$ cat src/rtl/icl_pkg.sv
package icl_pkg;
    localparam int unsigned WAYS   = 2;
    localparam int unsigned SETS   = 8;
    localparam int unsigned WORDS  = 4;
    localparam int unsigned DW     = 32;
    localparam int unsigned AW     = 32;
    localparam int unsigned WAY_W  = (WAYS > 1) ? $clog2(WAYS) : 1;
    localparam int unsigned SET_W  = $clog2(SETS);
    localparam int unsigned WRD_W  = $clog2(WORDS);
    localparam int unsigned BYTE_W = $clog2(DW / 8);
    localparam int unsigned TAG_LSB = BYTE_W + WRD_W + SET_W;
    localparam int unsigned TAG_W  = AW - TAG_LSB;

    typedef logic [TAG_W-1:0] tag_t;
    typedef logic [SET_W-1:0] set_t;
    typedef logic [WAY_W-1:0] way_t;
    typedef logic [WRD_W-1:0] wrd_t;
    typedef logic [DW-1:0]    word_t;

    typedef enum logic [1:0] {
        CMD_NONE   = 2'b00,
        CMD_LOCK   = 2'b01,
        CMD_UNLOCK = 2'b10,
        CMD_INVAL  = 2'b11
    } cmd_e;

    typedef enum logic {ST_IDLE, ST_FILL} state_e;

    typedef struct packed {
        tag_t tag;
        set_t set;
        wrd_t wrd;
    } addr_t;

    typedef struct packed {
        tag_t tag;
        set_t set;
        way_t way;
        wrd_t wrd;
        logic lock;
    } fill_t;

    typedef struct packed {
        logic found;
        way_t way;
    } vic_t;

    function automatic addr_t split_addr(logic [AW-1:0] a);
        addr_t r;
        r.tag = a[AW-1:TAG_LSB];
        r.set = a[TAG_LSB-1:BYTE_W+WRD_W];
        r.wrd = a[BYTE_W+WRD_W-1:BYTE_W];
        return r;
    endfunction

    // First unlocked way at or after the pointer (WAYS is a power of two).
    function automatic vic_t pick_victim(way_t ptr, logic [WAYS-1:0] locked);
        vic_t r;
        way_t w;
        r = '0;
        for (int k = WAYS - 1; k >= 0; k--) begin
            w = way_t'(ptr + way_t'(k));
            if (!locked[w]) begin
                r.found = 1'b1;
                r.way   = w;
            end
        end
        return r;
    endfunction
endpackage

$ cat src/rtl/icl_tag_store.sv
module icl_tag_store
    import icl_pkg::*;
(
    input  logic  clk,
    input  logic  rst,
    input  addr_t lk,
    output logic  hit,
    output way_t  hit_way,
    output vic_t  vic,
    input  logic  do_lock,
    input  logic  do_unlock,
    input  logic  do_inval,
    input  logic  fill_start,
    input  logic  fill_done,
    input  fill_t fill
);
    tag_t            tag_q   [SETS][WAYS];
    logic [WAYS-1:0] valid_q [SETS];
    logic [WAYS-1:0] lock_q  [SETS];
    way_t            ptr_q   [SETS];

    always_comb begin
        hit     = 1'b0;
        hit_way = '0;
        for (int w = 0; w < WAYS; w++) begin
            if (valid_q[lk.set][w] && tag_q[lk.set][w] == lk.tag) begin
                hit     = 1'b1;
                hit_way = way_t'(w);
            end
        end
        vic = pick_victim(ptr_q[lk.set], lock_q[lk.set]);
    end

    always_ff @(posedge clk) begin
        if (fill_start) tag_q[lk.set][vic.way] <= lk.tag;
    end

    always_ff @(posedge clk) begin
        if (rst) begin
            for (int s = 0; s < SETS; s++) begin
                valid_q[s] <= '0;
                lock_q[s]  <= '0;
                ptr_q[s]   <= '0;
            end
        end else begin
            if (do_inval) begin
                for (int s = 0; s < SETS; s++) valid_q[s] <= valid_q[s] & lock_q[s];
            end
            if (do_lock)    lock_q[lk.set][hit_way] <= 1'b1;
            if (do_unlock)  lock_q[lk.set][hit_way] <= 1'b0;
            if (fill_start) valid_q[lk.set][vic.way] <= 1'b0;
            if (fill_done) begin
                valid_q[fill.set][fill.way] <= 1'b1;
                lock_q[fill.set][fill.way]  <= fill.lock;
                ptr_q[fill.set]             <= way_t'(fill.way + 1'b1);
            end
        end
    end

    // a fill never starts on a locked way
    a_r6_victim_unlocked: assert property (@(posedge clk) disable iff (rst)
        fill_start |-> (vic.found && !lock_q[lk.set][vic.way]));

    generate
        for (genvar s = 0; s < SETS; s++) begin : g_chk
            for (genvar w = 0; w < WAYS; w++) begin : g_way
                // a locked line is always resident
                a_r7_lock_implies_valid: assert property (@(posedge clk) disable iff (rst)
                    lock_q[s][w] |-> valid_q[s][w]);
            end
        end
    endgenerate
endmodule

$ cat src/rtl/icl_data_store.sv
module icl_data_store
    import icl_pkg::*;
(
    input  logic  clk,
    input  logic  wr_en,
    input  fill_t wr_at,
    input  word_t wr_data,
    input  set_t  rd_set,
    input  way_t  rd_way,
    input  wrd_t  rd_wrd,
    output word_t rd_data
);
    word_t mem_q [SETS][WAYS][WORDS];

    always_ff @(posedge clk) begin
        if (wr_en) mem_q[wr_at.set][wr_at.way][wr_at.wrd] <= wr_data;
    end

    assign rd_data = mem_q[rd_set][rd_way][rd_wrd];
endmodule

$ cat src/rtl/icl_fill_ctrl.sv
module icl_fill_ctrl
    import icl_pkg::*;
(
    input  logic          clk,
    input  logic          rst,
    input  logic          cmd_live,
    input  cmd_e          cmd_code,
    input  logic          cmd_priv,
    input  logic          fetch_valid,
    input  addr_t         lk,
    input  logic          hit,
    input  vic_t          vic,
    input  logic          err_rd,
    input  logic          mem_ack,
    input  logic          mem_err,
    output logic          busy,
    output logic          mem_req,
    output logic [AW-1:0] mem_addr,
    output logic          prog_exc,
    output logic          err_bus,
    output logic          err_noway,
    output logic          do_lock,
    output logic          do_unlock,
    output logic          do_inval,
    output logic          fill_start,
    output logic          fill_done,
    output logic          dwr_en,
    output fill_t         fill
);
    state_e state_q;
    fill_t  fill_q;
    logic   accept, run, priv_bad, lock_miss, noway, fetch_miss, bus_fault;

    always_comb begin
        accept     = (state_q == ST_IDLE);
        priv_bad   = accept && cmd_live && !cmd_priv;
        run        = accept && cmd_live && cmd_priv;
        do_lock    = run && cmd_code == CMD_LOCK && hit;
        do_unlock  = run && cmd_code == CMD_UNLOCK && hit;
        do_inval   = run && cmd_code == CMD_INVAL;
        lock_miss  = run && cmd_code == CMD_LOCK && !hit;
        noway      = lock_miss && !vic.found;
        fetch_miss = accept && !cmd_live && fetch_valid && !hit && vic.found;
        fill_start = (lock_miss && vic.found) || fetch_miss;
        busy       = (state_q == ST_FILL);
        mem_req    = busy;
        mem_addr   = {fill_q.tag, fill_q.set, fill_q.wrd, {BYTE_W{1'b0}}};
        bus_fault  = busy && mem_ack && mem_err;
        dwr_en     = busy && mem_ack && !mem_err;
        fill_done  = dwr_en && fill_q.wrd == wrd_t'(WORDS - 1);
        fill       = fill_q;
    end

    always_ff @(posedge clk) begin
        if (rst) begin
            state_q   <= ST_IDLE;
            fill_q    <= '0;
            prog_exc  <= 1'b0;
            err_bus   <= 1'b0;
            err_noway <= 1'b0;
        end else begin
            prog_exc  <= priv_bad;
            err_bus   <= (err_bus && !err_rd) || (bus_fault && fill_q.lock);
            err_noway <= (err_noway && !err_rd) || noway;
            if (fill_start) begin
                state_q     <= ST_FILL;
                fill_q.tag  <= lk.tag;
                fill_q.set  <= lk.set;
                fill_q.way  <= vic.way;
                fill_q.wrd  <= '0;
                fill_q.lock <= lock_miss;
            end else if (busy && mem_ack) begin
                if (mem_err || fill_done) state_q <= ST_IDLE;
                else fill_q.wrd <= wrd_t'(fill_q.wrd + 1'b1);
            end
        end
    end

    // the exception pulse follows a non-privileged command only
    a_r3_exc_cause: assert property (@(posedge clk) disable iff (rst)
        prog_exc |-> $past(cmd_live && !cmd_priv && !busy));
    // a fill cannot end without a memory acknowledge
    a_r5_fill_holds: assert property (@(posedge clk) disable iff (rst)
        (busy && !mem_ack) |=> busy);
    // the bus error bit only rises after a faulted word
    a_r8_bus_err_src: assert property (@(posedge clk) disable iff (rst)
        $rose(err_bus) |-> $past(mem_ack && mem_err));
    // a no-way error starts no fill
    a_r9_noway_no_fill: assert property (@(posedge clk) disable iff (rst)
        $rose(err_noway) |-> !mem_req);
endmodule

$ cat src/rtl/icache_lock_ctrl.sv
module icache_lock_ctrl
    import icl_pkg::*;
(
    input  logic          clk,
    input  logic          rst,
    input  logic          cmd_valid,
    input  logic [1:0]    cmd_code,
    input  logic [AW-1:0] cmd_addr,
    input  logic          cmd_priv,
    input  logic          err_rd,
    output logic          err_bus,
    output logic          err_noway,
    output logic          prog_exc,
    output logic          busy,
    input  logic          fetch_valid,
    input  logic [AW-1:0] fetch_addr,
    output logic          fetch_hit,
    output logic [DW-1:0] fetch_data,
    output logic          mem_req,
    output logic [AW-1:0] mem_addr,
    input  logic [DW-1:0] mem_rdata,
    input  logic          mem_ack,
    input  logic          mem_err
);
    cmd_e  code;
    logic  cmd_live, hit, do_lock, do_unlock, do_inval, fill_start, fill_done, dwr_en;
    addr_t lk;
    way_t  hit_way;
    vic_t  vic;
    fill_t fill;

    assign code      = cmd_e'(cmd_code);
    assign cmd_live  = cmd_valid && code != CMD_NONE;
    assign lk        = split_addr(cmd_live ? cmd_addr : fetch_addr);
    assign fetch_hit = fetch_valid && !cmd_live && !busy && hit;

    icl_tag_store u_tags (
        .clk, .rst, .lk, .hit, .hit_way, .vic,
        .do_lock, .do_unlock, .do_inval, .fill_start, .fill_done, .fill
    );

    icl_data_store u_data (
        .clk, .wr_en(dwr_en), .wr_at(fill), .wr_data(mem_rdata),
        .rd_set(lk.set), .rd_way(hit_way), .rd_wrd(lk.wrd), .rd_data(fetch_data)
    );

    icl_fill_ctrl u_ctrl (
        .clk, .rst, .cmd_live, .cmd_code(code), .cmd_priv, .fetch_valid,
        .lk, .hit, .vic, .err_rd, .mem_ack, .mem_err,
        .busy, .mem_req, .mem_addr, .prog_exc, .err_bus, .err_noway,
        .do_lock, .do_unlock, .do_inval, .fill_start, .fill_done, .dwr_en, .fill
    );

    // an accepted unlock never starts a fill
    a_r10_unlock_no_fill: assert property (@(posedge clk) disable iff (rst)
        (cmd_valid && code == CMD_UNLOCK && !busy) |=> !busy);
endmodule

$ cat config.mk
export PLATFORM = sky130hd
export DESIGN_NAME = icache_lock_ctrl
export DESIGN_NICKNAME = d
export VERILOG_FILES = /design/src/rtl/icl_pkg.sv /design/src/rtl/icl_tag_store.sv /design/src/rtl/icl_data_store.sv /design/src/rtl/icl_fill_ctrl.sv /design/src/rtl/icache_lock_ctrl.sv
export SDC_FILE = /design/constraint.sdc
export NUM_CORES = 2
export LEC_CHECK = 0
export ABC_AREA = 1
export BUFFER_PORTS_ARGS = -buffer_cell sky130_fd_sc_hd__buf_2
export CORE_MARGIN = 2
export CORE_UTILIZATION = 57
export CTS_CLUSTER_SIZE = 30
export DETAILED_ROUTE_END_ITERATION = 12
export GPL_ROUTABILITY_DRIVEN = 0
export PLACE_DENSITY = 0.73
export SYNTH_ARGS = -nofsm -noshare
export SYNTH_HDL_FRONTEND = slang
export SYNTH_SLANG_ARGS = --single-unit
$ cat constraint.sdc
create_clock -name clk -period 9.77 [get_ports clk]
set_clock_uncertainty 0.05 [all_clocks]
set_input_delay 0.977 -clock clk [delete_from_list [all_inputs] [get_ports clk]]
set_output_delay 0.977 -clock clk [all_outputs]
set_load 0.01 [all_outputs]
==> run summary <==
• **wire length of the first global-routing pass** 381 mm
• **chip height** 415 um
• **critical path startpoint category** primary input
• **clock edge transition at the registers on the reported setup and hold paths** 0.06 ns
• **overall global routing resource usage** 0.303
• **H-Tree Level Count** 4
• **via density per instance** 6.56
• **crit path time final** 7.46 ns
• **Final Non-Filler Cells** 9147
• **Syn Inst Count** 6547
• **Critical path origin** cmd_code[1]
• **final layout net count** 6840
• **max capacitance violation total** 0
• **class of the most critical hold timing path** in2reg
• **Placed Area** 100000 um2
• **highest metal layer used by the detailed router** met5
• **Hold WS** 0.218 ns
• **maximum VDD drop** 0.000238 V
• **multiplexer area fraction after synthesis** 0
• **number of remaining DRC errors** 0
• **overflow left after global routing** 0
• **post-synthesis register bit count** 2524
• **width of the die** 415 um
• **crit path capture** fetch_data[2]
• **Area Growth Syn to Fin** 12.3%
• **status** finished, final reports clean
• **Ports** 176
• **final-report setup violation count** 0
• **final number of max-transition violations** 0
• **wire length on met3** 33.3 mm
• **Required @ worst endpoint** 8.74 ns
• **Util after Layout** 0.645
• **half-perimeter wire length of the detailed placement result** 137 mm
• **post-route worst setup slack** 2.31 ns
• **std cell rows** 150
• **fraction of synthesized cell area taken by the top area cell type** 0.778
• **Avg Synthesized Cell Area** 14.7 um2
• **Area contributors post-synth** sky130_fd_sc_hd__edfxtp_1, sky130_fd_sc_hd__nand2_1, sky130_fd_sc_hd__a22oi_1
• **Met1 Wirelength** 94.9 mm
• **count of TritonRoute iterations in the first routing pass** 6
• **Async S/R FF share, synth** 0
• **clock insertion delay at the later pin of the skew report** 0.89 ns
• **synthesized-area fraction occupied by xor and xnor cells** 0.000182
• **Placed Cells** 8699
• **ratio of cells with drive above 1 in the final layout** 0.116
• **count of unique library cells instantiated by Yosys** 40
• **area of the placeable core** 167000 um2
• **post-CTS sizing** 0
• **number of enable-type register cells in the synthesized netlist** 2488
• **Slew headroom** 0.0838
• **Power Dens Cells** 212 nW/um2
• **count of final hold-check violations** 0
• **largest area contributor in the synthesized netlist** sky130_fd_sc_hd__edfxtp_1
• **path type of the worst setup path** in2out
• **sort of element at the end of the critical path** output port
• **post-synthesis instance area** 96100 um2
• **portion of the post-synthesis area used by sequential elements** 0.785
• **leakage power summed over all cells** 35.9 nW
• **Tightest Pin Transition** 1.37 ns
• **final wirelength** 265 mm
• **largest net degree at the start of global routing** 117
• **cell at the root of the clock tree** sky130_fd_sc_hd__clkbuf_16
• **Data arrival, critical path** 6.43 ns
• **number of sinks driven by the clock tree** 2524
• **number of global-route vias before repair** 57400
• **final standard cell area without fillers** 108000 um2
• **endpoint of the most critical register-to-register path** u_tags.tag_q[6][1]
• **Num CTS Buffers** 233
• **top cell types by occurrence after synthesis** sky130_fd_sc_hd__edfxtp_1, sky130_fd_sc_hd__nand2_1, sky130_fd_sc_hd__a22oi_1, sky130_fd_sc_hd__nor2_1, sky130_fd_sc_hd__nand3_1
• **worst r2r src** u_tags.tag_q[5][24]
• **number of antenna violations at the first check in global routing** 16
• **post-cts hold buffer count** 0
• **maximum fanout along the worst path** 90
• **Synth warnings** 0
• **maximum buffer depth of the clock tree** 3
• **Final TNS setup** 0 ns
• **top flip-flop cell by instance count after synthesis** sky130_fd_sc_hd__edfxtp_1
• **antenna-violating nets left** 0
• **slack of the worst reg-to-reg path** 5.24 ns
• **Setup Buffers After CTS** 0
• **main combinational cell family by area after synthesis** simple AND/OR/NAND/NOR gates
• **RSZ-0062 raised after global routing** false
• **sum of internal, switching and leakage power** 22.9 mW
• **number of design-rule violations left by the first detailed-router iteration** 9197
• **I/O Buffers** 169
• **library cell with the highest instance count after synthesis** sky130_fd_sc_hd__edfxtp_1
• **adder-cell area share of the yosys netlist** 0.000521
• **simple-gate share of the synthesized area** 0.0987
• **fin crit share** 0.763
• **die area** 172000 um2
• **TritonCTS clock tree** built
• **Routed wire per std cell** 28.9 um
• **wire length on met2** 125 mm
• **Initial Util** 0.575
• **vias post-DR** 60000
• **setup slack at placement** 2.55 ns
• **post-synthesis compound-gate area fraction** 0.0890
• **maximum clock rate** 134 MHz
• **worst-case reg-to-reg path depth** 18
-- where the power goes --
part | switching [mW] | internal (mW) | total [mW]
clock | 3.97 | 5.19 | 9.15
combinational | 1.27 | 0.458 | 1.73
sequential | 0.0235 | 12.0 | 12.0
total | 5.26 | 17.6 | 22.9
-- metal layers --
metal / up-vias / track usage
met5: - / 0
met4: 2 / 0.130
met3: 646 / 0.0628
met2: 4448 / 0.481
met1: 29600 / 0.411
li1: 25400 / -
-- flip-flops by register name, indices dropped and copies added (netlist names) --
name              flops
u_ctrl.err_noway      1
u_tags.ptr_q          8
u_data.mem_q       2048
u_tags.tag_q        400
u_ctrl.fill          32
u_ctrl.busy           1
u_tags.lock_q        16
u_ctrl.err_bus        1
u_tags.valid_q       16
u_ctrl.prog_exc       1
-- area by class of cell --
cell class / count / area [um2]
Clock buffer: 288 / 6170
Inverter: 179 / 732
Fill cell: 11300 / 59300
Tap cell: 2204 / 2760
Clock inverter: 156 / 1610
Timing Repair Buffer: 348 / 2380
Multi-Input combinational cell: 3444 / 18800
Antenna cell: 4 / 10.0
Sequential cell: 2524 / 75400
-- how the worst min path moves through the flow --
stage | start | end | cells after the start
detailed placement | u_ctrl.err_bus | u_ctrl.err_bus | 2
global placement | u_ctrl.err_bus | u_ctrl.err_bus | 2
finish | cmd_priv | u_ctrl.prog_exc | 2
floorplan | u_ctrl.fill[10] | u_ctrl.fill[10] | 2
global route | cmd_priv | u_ctrl.prog_exc | 2
CTS | cmd_priv | u_ctrl.prog_exc | 2
-- layout by cell type, fill, tap and decap left out, types with 5 or more instances in the layout --
master                       instances
sky130_fd_sc_hd__clkbuf_8            7
sky130_fd_sc_hd__clkinv_16           5
sky130_fd_sc_hd__clkinv_1           59
sky130_fd_sc_hd__inv_1             163
sky130_fd_sc_hd__nor3b_1             5
sky130_fd_sc_hd__buf_4             164
sky130_fd_sc_hd__dfxtp_1            36
sky130_fd_sc_hd__clkinvlp_4          6
sky130_fd_sc_hd__clkbuf_1           45
sky130_fd_sc_hd__clkbuf_16         236
sky130_fd_sc_hd__o211ai_1           48
sky130_fd_sc_hd__buf_2             169
sky130_fd_sc_hd__nand3_1           294
sky130_fd_sc_hd__nor2_1            255
sky130_fd_sc_hd__a22oi_1           568
sky130_fd_sc_hd__nor3_1             18
sky130_fd_sc_hd__a22o_1             90
sky130_fd_sc_hd__nand2_1          1339
sky130_fd_sc_hd__inv_8               9
sky130_fd_sc_hd__o21ai_0           157
sky130_fd_sc_hd__buf_12             15
sky130_fd_sc_hd__edfxtp_1         2488
sky130_fd_sc_hd__nor2_4             84
sky130_fd_sc_hd__o21ai_1           107
sky130_fd_sc_hd__o22ai_1            21
sky130_fd_sc_hd__a21oi_1            12
sky130_fd_sc_hd__inv_2               7
sky130_fd_sc_hd__bufinv_16          26
sky130_fd_sc_hd__clkinv_8            5
sky130_fd_sc_hd__nand4_1           235
sky130_fd_sc_hd__clkinv_2           47
sky130_fd_sc_hd__a221oi_1          177
-- cells by family (layout without fill, tap and decap cells) --
logic type                 count (synthesis)  in the layout
xor gates and xnor gates                   2              2
AOI/OAI and AO/OA                       1190           1190
and+or+nand+nor                         2246           2246
adders and majority gates                  4              4
other                                      1              6
DFF                                     2524           2524
buffers and inverters                    580            971
-- worst max-delay path: stages --
cell,delay (ns)
sky130_fd_sc_hd__buf_2,0.14
sky130_fd_sc_hd__o21ai_4,0.61
sky130_fd_sc_hd__nand2_1,0.20
sky130_fd_sc_hd__nand2_4,0.73
sky130_fd_sc_hd__buf_12,0.44
sky130_fd_sc_hd__nand2_1,0.10
sky130_fd_sc_hd__nand3_1,0.11
sky130_fd_sc_hd__nand2_1,0.10
sky130_fd_sc_hd__o21ai_0,0.17
sky130_fd_sc_hd__nand2_1,0.16
sky130_fd_sc_hd__nor3_1,0.22
sky130_fd_sc_hd__nand2_1,0.08
sky130_fd_sc_hd__nor2_1,0.24
sky130_fd_sc_hd__nand2_4,0.35
sky130_fd_sc_hd__buf_4,0.36
sky130_fd_sc_hd__nor2_1,0.11
sky130_fd_sc_hd__nor2_1,0.05
sky130_fd_sc_hd__o21ai_0,0.69
sky130_fd_sc_hd__nand2_1,0.24
sky130_fd_sc_hd__buf_2,0.20
No activity file was read; power rests on OpenSTA's default activity.
